<file path="src/rtl/clkout_gate_pkg.sv">
package clkout_gate_pkg;

  typedef struct packed {
    logic run;
    logic oe;
  } drive_t;

  // Priority: power-down, then stop, then static enable.
  function automatic drive_t pick_drive(input logic pd, input logic pd_tri,
                                        input logic stop, input logic stop_tri,
                                        input logic en, input logic diff);
    drive_t d;
    if (pd) begin
      d.run = 1'b0;
      d.oe  = ~pd_tri;
    end else if (stop) begin
      d.run = 1'b0;
      d.oe  = ~stop_tri;
    end else if (!en) begin
      d.run = 1'b0;
      d.oe  = ~diff;
    end else begin
      d.run = 1'b1;
      d.oe  = 1'b1;
    end
    return d;
  endfunction

endpackage

</file>
<file path="src/rtl/clkout_sync2.sv">
module clkout_sync2 #(
  parameter int W = 3
) (
  input  logic         clk,
  input  logic         rst_n,
  input  logic [W-1:0] d,
  output logic [W-1:0] q
);
  logic [W-1:0] meta_q;
  logic [W-1:0] stable_q;

  always_ff @(posedge clk or negedge rst_n) begin
    if (!rst_n) begin
      meta_q   <= '0;
      stable_q <= '0;
    end else begin
      meta_q   <= d;
      stable_q <= meta_q;
    end
  end

  assign q = stable_q;

  // The second stage only ever takes what the first stage held one cycle earlier.
  AST_SYNC_TWO_STAGE: assert property (@(posedge clk) disable iff (!rst_n)
    1'b1 |=> (stable_q == $past(meta_q)));
endmodule

</file>
<file path="src/rtl/clkout_slice.sv">
module clkout_slice
  import clkout_gate_pkg::*;
#(
  parameter int STOP_TICKS = 0,
  parameter bit DIFF       = 1'b1
) (
  input  logic clk,
  input  logic rst_n,
  input  logic tick,
  input  logic en,
  input  logic stop_req,
  input  logic stop_tri,
  input  logic pd,
  input  logic pd_tri,
  output logic run,
  output logic oe
);
  drive_t st_q, st_d;
  logic   stop_due;

  generate
    if (STOP_TICKS == 0) begin : g_nodelay
      assign stop_due = stop_req;
    end else begin : g_delay
      localparam int CW = $clog2(STOP_TICKS + 1);
      logic [CW-1:0] cnt_q, cnt_d;

      always_comb begin
        cnt_d = cnt_q;
        if (!stop_req)
          cnt_d = '0;
        else if (tick && (cnt_q != CW'(STOP_TICKS)))
          cnt_d = cnt_q + 1'b1;
      end

      always_ff @(posedge clk or negedge rst_n) begin
        if (!rst_n) cnt_q <= '0;
        else        cnt_q <= cnt_d;
      end

      assign stop_due = stop_req && (cnt_d == CW'(STOP_TICKS));

      if (STOP_TICKS > 1) begin : g_first_tick
        // A stop that is fresh at a tick must not halt a running output yet.
        AST_STOP_FIRST_TICK_RUNS: assert property (@(posedge clk) disable iff (!rst_n)
          (tick && stop_req && (cnt_q == '0) && !pd && en) |=> run);
      end
    end
  endgenerate

  always_comb begin
    st_d = st_q;
    if (tick)
      st_d = pick_drive(pd, pd_tri, stop_due, stop_tri, en, DIFF);
  end

  always_ff @(posedge clk or negedge rst_n) begin
    if (!rst_n) st_q <= '0;
    else        st_q <= st_d;
  end

  assign run = st_q.run;
  assign oe  = st_q.oe;

  AST_HOLD_OFF_TICK: assert property (@(posedge clk) disable iff (!rst_n)
    !tick |=> ($stable(run) && $stable(oe)));
  AST_RUN_NEEDS_OE: assert property (@(posedge clk) disable iff (!rst_n)
    run |-> oe);
  AST_PD_HALTS: assert property (@(posedge clk) disable iff (!rst_n)
    (tick && pd) |=> !run);
  AST_PD_OE_MODE: assert property (@(posedge clk) disable iff (!rst_n)
    (tick && pd) |=> (oe != $past(pd_tri)));
  AST_DISABLED_HALTS: assert property (@(posedge clk) disable iff (!rst_n)
    (tick && !en) |=> !run);
endmodule

</file>
<file path="src/rtl/clkout_gate_ctrl.sv">
module clkout_gate_ctrl #(
  parameter int N_CPU          = 3,
  parameter int N_SRC          = 6,
  parameter int N_SRCS         = 2,
  parameter int N_SE           = 3,
  parameter int CPU_STOP_TICKS = 2
) (
  input  logic                                clk,
  input  logic                                rst_n,
  input  logic [N_CPU-1:0]                    cpu_en,
  input  logic [N_CPU-1:0]                    cpu_stop_mask,
  input  logic                                cpu_stop_tri,
  input  logic                                cpu_pd_tri,
  input  logic [N_SRC-1:0]                    src_en,
  input  logic [N_SRC-1:0]                    src_req0_mask,
  input  logic [N_SRC-1:0]                    src_req1_mask,
  input  logic                                req_tri,
  input  logic                                src_pd_tri,
  input  logic [N_SRCS-1:0]                   srcs_en,
  input  logic [N_SE-1:0]                     se_en,
  input  logic                                cpu_stop_n,
  input  logic [1:0]                          clkreq_n,
  input  logic                                pd_req,
  input  logic [N_CPU+N_SRC+N_SRCS+N_SE-1:0]  out_tick,
  output logic [N_CPU+N_SRC+N_SRCS+N_SE-1:0]  out_run,
  output logic [N_CPU+N_SRC+N_SRCS+N_SE-1:0]  out_oe
);
  localparam int SRC_BASE  = N_CPU;
  localparam int SRCS_BASE = SRC_BASE + N_SRC;
  localparam int SE_BASE   = SRCS_BASE + N_SRCS;

  logic [2:0] pin_s;
  logic       cpu_stop_s;
  logic [1:0] req_s;

  clkout_sync2 #(.W(3)) u_sync (
    .clk   (clk),
    .rst_n (rst_n),
    .d     ({clkreq_n, ~cpu_stop_n}),
    .q     (pin_s)
  );

  assign cpu_stop_s = pin_s[0];
  assign req_s      = pin_s[2:1];

  generate
    for (genvar k = 0; k < N_CPU; k++) begin : g_cpu
      clkout_slice #(.STOP_TICKS(CPU_STOP_TICKS), .DIFF(1'b1)) u_slice (
        .clk(clk), .rst_n(rst_n), .tick(out_tick[k]), .en(cpu_en[k]),
        .stop_req(cpu_stop_mask[k] & cpu_stop_s), .stop_tri(cpu_stop_tri),
        .pd(pd_req), .pd_tri(cpu_pd_tri),
        .run(out_run[k]), .oe(out_oe[k]));
    end
    for (genvar i = 0; i < N_SRC; i++) begin : g_src
      clkout_slice #(.STOP_TICKS(0), .DIFF(1'b1)) u_slice (
        .clk(clk), .rst_n(rst_n), .tick(out_tick[SRC_BASE+i]), .en(src_en[i]),
        .stop_req((src_req0_mask[i] & req_s[0]) | (src_req1_mask[i] & req_s[1])),
        .stop_tri(req_tri), .pd(pd_req), .pd_tri(src_pd_tri),
        .run(out_run[SRC_BASE+i]), .oe(out_oe[SRC_BASE+i]));
    end
    for (genvar j = 0; j < N_SRCS; j++) begin : g_srcs
      clkout_slice #(.STOP_TICKS(0), .DIFF(1'b1)) u_slice (
        .clk(clk), .rst_n(rst_n), .tick(out_tick[SRCS_BASE+j]), .en(srcs_en[j]),
        .stop_req(1'b0), .stop_tri(1'b0), .pd(pd_req), .pd_tri(src_pd_tri),
        .run(out_run[SRCS_BASE+j]), .oe(out_oe[SRCS_BASE+j]));
    end
    for (genvar m = 0; m < N_SE; m++) begin : g_se
      clkout_slice #(.STOP_TICKS(0), .DIFF(1'b0)) u_slice (
        .clk(clk), .rst_n(rst_n), .tick(out_tick[SE_BASE+m]), .en(se_en[m]),
        .stop_req(1'b0), .stop_tri(1'b0), .pd(pd_req), .pd_tri(1'b0),
        .run(out_run[SE_BASE+m]), .oe(out_oe[SE_BASE+m]));
    end
  endgenerate

  // Outputs that no stop pin can reach stay driven whenever they run or power-down is absent.
  AST_SE_NEVER_FLOATS: assert property (@(posedge clk) disable iff (!rst_n)
    (out_tick[SE_BASE] && se_en[0]) |=> out_oe[SE_BASE]);
  AST_SRCS_IGNORES_REQ: assert property (@(posedge clk) disable iff (!rst_n)
    (out_tick[SRCS_BASE] && srcs_en[0] && !pd_req) |=> out_run[SRCS_BASE]);
endmodule

</file>
<file path="config.mk">
export PLATFORM = sky130hd
export DESIGN_NAME = clkout_gate_ctrl
export DESIGN_NICKNAME = d
export VERILOG_FILES = /design/src/rtl/clkout_gate_pkg.sv /design/src/rtl/clkout_sync2.sv /design/src/rtl/clkout_slice.sv /design/src/rtl/clkout_gate_ctrl.sv
export SDC_FILE = /design/constraint.sdc
export NUM_CORES = 1
export LEC_CHECK = 0
export BUFFER_PORTS_ARGS = -buffer_cell sky130_fd_sc_hd__buf_4
export CAP_MARGIN = 20
export CORE_UTILIZATION = 48
export DETAILED_ROUTE_END_ITERATION = 6
export PLACE_DENSITY = 0.82
export RECOVER_POWER = 25
export SLEW_MARGIN = 20
export SYNTH_ARGS = -nofsm -noshare
export SYNTH_HDL_FRONTEND = slang
export SYNTH_SLANG_ARGS = --single-unit
</file>
<file path="constraint.sdc">
create_clock -name clk -period 1.9 [get_ports clk]
set_clock_uncertainty 0.1 [all_clocks]
set_input_delay 0.095 -clock clk [delete_from_list [all_inputs] [get_ports clk]]
set_output_delay 0.095 -clock clk [all_outputs]
set_load 0.1 [all_outputs]
</file>
# After elaboration in Yosys (flattened, before gate mapping)
# Index checks and enable logic that the tools add are counted.
[word_totals]
regBits = 40
input_bits = 53
output_inout_bits = 28
elab_cells = 117
[classes]
addsub = 3
eq_ne = 6
mux = 43
bitwise = 26
n_reduce_logical = 6
[ops]
columns = ["operator", "n"]
rows = [
  ["$mux 2", 43],
  ["$and 1x1->1", 15],
  ["$add 2x1->2 const B", 3],
  ["$eq 2x2->1 const B", 3],
  ["$logic_and 1x1->1", 6],
  ["$ne 2x2->1 const B", 3],
  ["$or 1x1->1", 6],
  ["$not 1->1", 5],
]

# Longest topological paths before layout
[logic_depth]
depth_word = 8
ltp_mapped = 6
mapped_depth_nobuf = 6

# Modules after synthesis
# From an unflattened synthesis, not the netlist that was laid out.
[unflattened]
cells_unflattened = 204
area_unflattened_um2 = 1989.4
[modules_own_cells]
columns = ["module", "n_inst", "cells_per_inst", "area_each_um2", "seq_area_each_um2"]
rows = [
  ["clkout_slice (g_src[0].u_slice ...)", 8, 11, 97.6, 50.0],
  ["clkout_slice (g_cpu[0].u_slice ...)", 3, 25, 231.5, 100.1],
  ["clkout_slice (g_se[0].u_slice ...)", 3, 8, 95.1, 50.0],
  ["clkout_sync2", 1, 6, 150.1, 150.1],
  ["clkout_gate_ctrl", 1, 11, 78.8, 0.0],
]

# Worst setup path before layout
# No wires, ideal clock.
[synth_timing]
kind = "register to register"
start = "register g_cpu[0].u_slice.g_delay.cnt_q[0]"
end = "register g_cpu[0].u_slice.st_q, in the netlist g_cpu[0].u_slice.oe"
setup_time_ns = 0.126
arrival_time_ns = 1.458
required_time_ns = 1.674
path_slack_ns = 0.216
path_stages_with_launch = 7
path_buffers = 0
period_less_slack_ns = 1.684
path_cell_list = "dfrtp_1 inv_1 ha_1 and4bb_1 a21oi_1 o21a_1 a311o_1"
[synth_via]
elab_chain_cells = 8
elab_cells_between_ends = 9
classes_between = "add/sub (1); eq/ne (2); mux (4); reduce/logical (2)"
[synth_rtl]
columns = ["item", "line", "text"]
rows = [
  ["from (decl)", "clkout_slice.sv:26", "logic [CW-1:0] cnt_q, cnt_d;"],
  ["from (signal assigned)", "clkout_slice.sv:38", "else cnt_q <= cnt_d;"],
  ["branches (longest 2 deep; another with $add 2x1->2)", "-", ""],
  ["$mux 2 *", "clkout_slice.sv:32", "else if (tick && (cnt_q != CW'(STOP_TICKS)))"],
  ["$mux 2 *", "clkout_slice.sv:30", "if (!stop_req)"],
  ["$eq 2x2->1 *", "clkout_slice.sv:41", "assign stop_due = stop_req && (cnt_d == CW'(STOP_TICKS));"],
  ["$logic_and 1x1->1 *", "clkout_slice.sv:41", ""],
  ["$mux 2 *", "clkout_gate_pkg.sv:16", "end else if (stop) begin"],
  ["$mux 2 *", "clkout_gate_pkg.sv:13", "if (pd) begin"],
  ["to (signal assigned)", "clkout_slice.sv:59", "else st_q <= st_d;"],
  ["to (decl)", "clkout_slice.sv:18", "drive_t st_q, st_d;"],
]
# Mark *: on every way between the ends.
# A chain may end at the register's enable or synchronous reset.

# Worst setup path in the final report
# Same ends and word-level chain as after synthesis.

==> flow_metrics.tcl <==
set metrics [dict create \
    synth_cells 216 \
    cp_max_fo 4 \
    synth_top_area_cell "dfrtp_1" \
    max_freq_mhz 554 \
    clkLatencyLatePin_ps 280 \
    maxCapViolations 0 \
    hpwl_mm 3.13 \
    finalSetupTns_ps 0 \
    pin_count 81 \
    fin_ws_ps 94.8 \
    cts_root_buffer "clkbuf_8" \
    max_slew_margin_pct 35.6 \
    crit_path_start "g_cpu[0].u_slice.g_delay.cnt_q[0]" \
    min_period_over_period_pct 95.0 \
    via_count 1759 \
    yosysWarningCount 0 \
    critPathCapture "g_cpu[0].u_slice.oe" \
    grt_pass1_wl_mm 7.17 \
    finalHoldViolCount 0 \
    timing.rr.start "g_cpu[0].u_slice.g_delay.cnt_q[0]" \
    wl_met1_mm 1.96 \
    fp.dieH_um 67.8 \
    hold_path_class "input pin to register" \
    grtUsageTotal_pct 21.2 \
    multi_input_area_um2 786 \
    met3_length_um 231 \
    cts_tree "yes" \
    startpoint_type "register" \
    initial_core_util_pct 50.8 \
    synth_edf_count 0 \
    layout_commonest_cell "buf_4" \
    gp_congestion 0.768 \
    dp_slack_ps 110 \
    area_growth_pct 37.6 \
    numCtsBuffers 5 \
    p_leak_nw 1.37 \
    firstDrtPassIters 4 \
    synthFlopType "dfrtp_1" \
    fp.dieArea_um2 4590 \
    fin_crit_ps 1810 \
    critical_path_required_ps 1970 \
    p_per_area_nw_per_um2 798 \
    r2r_slack_ps 90 \
    drt_wl_total_mm 4.45 \
    mostFrequentLayoutCells "buf_4 (75), dfrtp_1 (40), dlygate4sd3_1 (25)" \
    dieWidth_um 67.8 \
    layout.nets 354 \
    criticalPathCategory "register to register" \
    rr_worst_depth 6 \
    post_cts_buffers 0 \
    ir_worst_vdd_mv 0.509 \
    synth_top_area_share_pct 48.2 \
    placementRows 23 \
    path_clk_slew_ps 70 \
    syn_avg_cell_area_um2 9.62 \
    status "completed" \
    cts_sinks 40 \
    wl_per_cell_um 12.7 \
    antenna_found_initial 0 \
    synth_area_um2 2080 \
    fillers 323 \
    wl_met2_mm 2.21 \
    clockBufferDepth 2 \
    synth_area_leaders "dfrtp_1 (48%), buf_4 (10%), o21ai_0 (4.1%)" \
    cp-end-kind "register" \
    drive_gt1_share_pct 30.8 \
    synth.net_count 272 \
    ys_seq_elements 40 \
    ant_nets 0 \
    ys_async_sr_fraction_pct 100 \
    tightest_slew_ps 966 \
    rsz0062_at_grt "no" \
    cts_htree_levels 2 \
    drc 0 \
    core-area_um2 4090 \
    n_antenna_cell 0 \
    maxSlewViolCount 0 \
    arrival_ps 1870 \
    port_buffers 80 \
    synth_cell_types 34 \
    top_layer "met4" \
    grt_max_degree 41 \
    overflow 0 \
    drtIter0Drc 62 \
    setup_viol 0 \
    grt_pass1_vias 1676 \
    via_per_inst 5.04 \
    worstReg2RegEnd "g_cpu[0].u_slice.oe" \
    ys_seq_area_share_pct 48.2 \
    regArea_um2 1000 \
]
[area by class of cell]
| type | instances | share of cell area, % |
|---|---|---|
| flip-flops and latches | 40 | 35.0 |
| repair buffers | 105 | 29.6 |
| multi-input cells | 127 | 27.5 |
| clock buffers | 6 | 2.89 |
| inverters | 19 | 2.50 |
| well taps | 50 | 2.19 |
| clock inverters | 2 | 0.350 |
[worst min path at each step]
stage | startpoint | end | slack (ps) | cells after the start
after floorplan | rst_n | g_cpu[0].u_slice.g_delay.cnt_q[0] | -300 | 0
after global placement | rst_n | g_cpu[2].u_slice.g_delay.cnt_q[0] | -5 | 1
after detailed placement | rst_n | g_cpu[2].u_slice.g_delay.cnt_q[0] | -0.7 | 1
after CTS | src_en[5] | g_src[5].u_slice.oe | 4 | 3
after global routing | src_en[1] | g_src[1].u_slice.oe | 20 | 3
final | src_en[5] | g_src[5].u_slice.oe | 10 | 3
[sequential cells by signal (all words and copies together), names as in the netlist]
| signal | cells |
|---|---|
| g_se.u_slice.oe | 3 |
| g_src.u_slice.run | 6 |
| u_sync.q | 3 |
| g_se.u_slice.run | 3 |
| u_sync.meta_q | 3 |
| g_cpu.u_slice.oe | 3 |
| g_src.u_slice.oe | 6 |
| g_srcs.u_slice.oe | 2 |
| g_cpu.u_slice.g_delay.cnt_q | 6 |
| g_cpu.u_slice.run | 3 |
| g_srcs.u_slice.run | 2 |
[metrics by stage]
| step | hold slack [ps] | instances | power (mW) | instance area (µm²) | utilization, % |
|---|---|---|---|---|---|
| final | 11.7 | 349 | 2.28 | 2860 | 69.9 |
| after global routing | 21.0 | 349 | 2.39 | 2860 | 69.9 |
| after CTS | 4.21 | 349 | 2.30 | 2860 | 70.1 |
| after detailed placement | -0.698 | 316 | 1.68 | 2520 | 61.7 |
| after global placement | -5.11 | 316 | 1.67 | 2520 | 61.7 |
| after floorplan | -301 | 216 | 1.53 | 2080 | - |
[metal layers]
layer / track usage (%) / up-vias
li1: - / 874
met2: 35.8 / 53
met1: 26.1 / 827
met3: 6.08 / 5
met5: 0 / -
met4: 6.25 / 0
[cell families after synthesis]
logic type | after synthesis | share of synthesized area (%)
AOI/OAI and AO/OA | 45 | 13.0
muxes | 4 | 1.93
adders and majority gates | 3 | 1.81
and+or+nand+nor | 72 | 19.8
xor gates and xnor gates | 3 | 1.27
DFF | 40 | 48.2
buffers and inverters | 49 | 14.0
[worst max-delay path, stage by stage, from the launching register on]
cell and delay [ps]:
dfrtp_1 380, inv_1 80, ha_1 320, and4bb_1 250, a21oi_1 50, o21a_1 180
a311o_1 330
[cell usage after synthesis (all sizes together), types with 2 or more instances]
| cell type | instances |
|---|---|
| and2b | 2 |
| nor2 | 15 |
| nand4b | 6 |
| o21ai | 17 |
| nor2b | 3 |
| nand2 | 12 |
| nand3 | 7 |
| nor3b | 4 |
| or2 | 4 |
| nand2b | 12 |
| a21oi | 11 |
| inv | 19 |
| buf | 29 |
| a22oi | 6 |
| mux2i | 4 |
| nand3b | 3 |
| a31oi | 2 |
| o32ai | 3 |
| xnor2 | 3 |
| ha | 3 |
| dfrtp | 40 |
[report_power, final]
part | switching [mW] | internal [mW] | leakage (nW)
clock network | 0.280 | 0.290 | 0.0510
registers | 0.0373 | 0.912 | 0.495
logic | 0.527 | 0.233 | 0.821
total | 0.844 | 1.44 | 1.37
[timing repair]
action,4_1_cts,5_1_grt
hold endpoints to repair,68,0
resized for setup,0,0
setup endpoints to repair,0,0
hold buffers,25,0
Power figures use the tool's default switching activity.
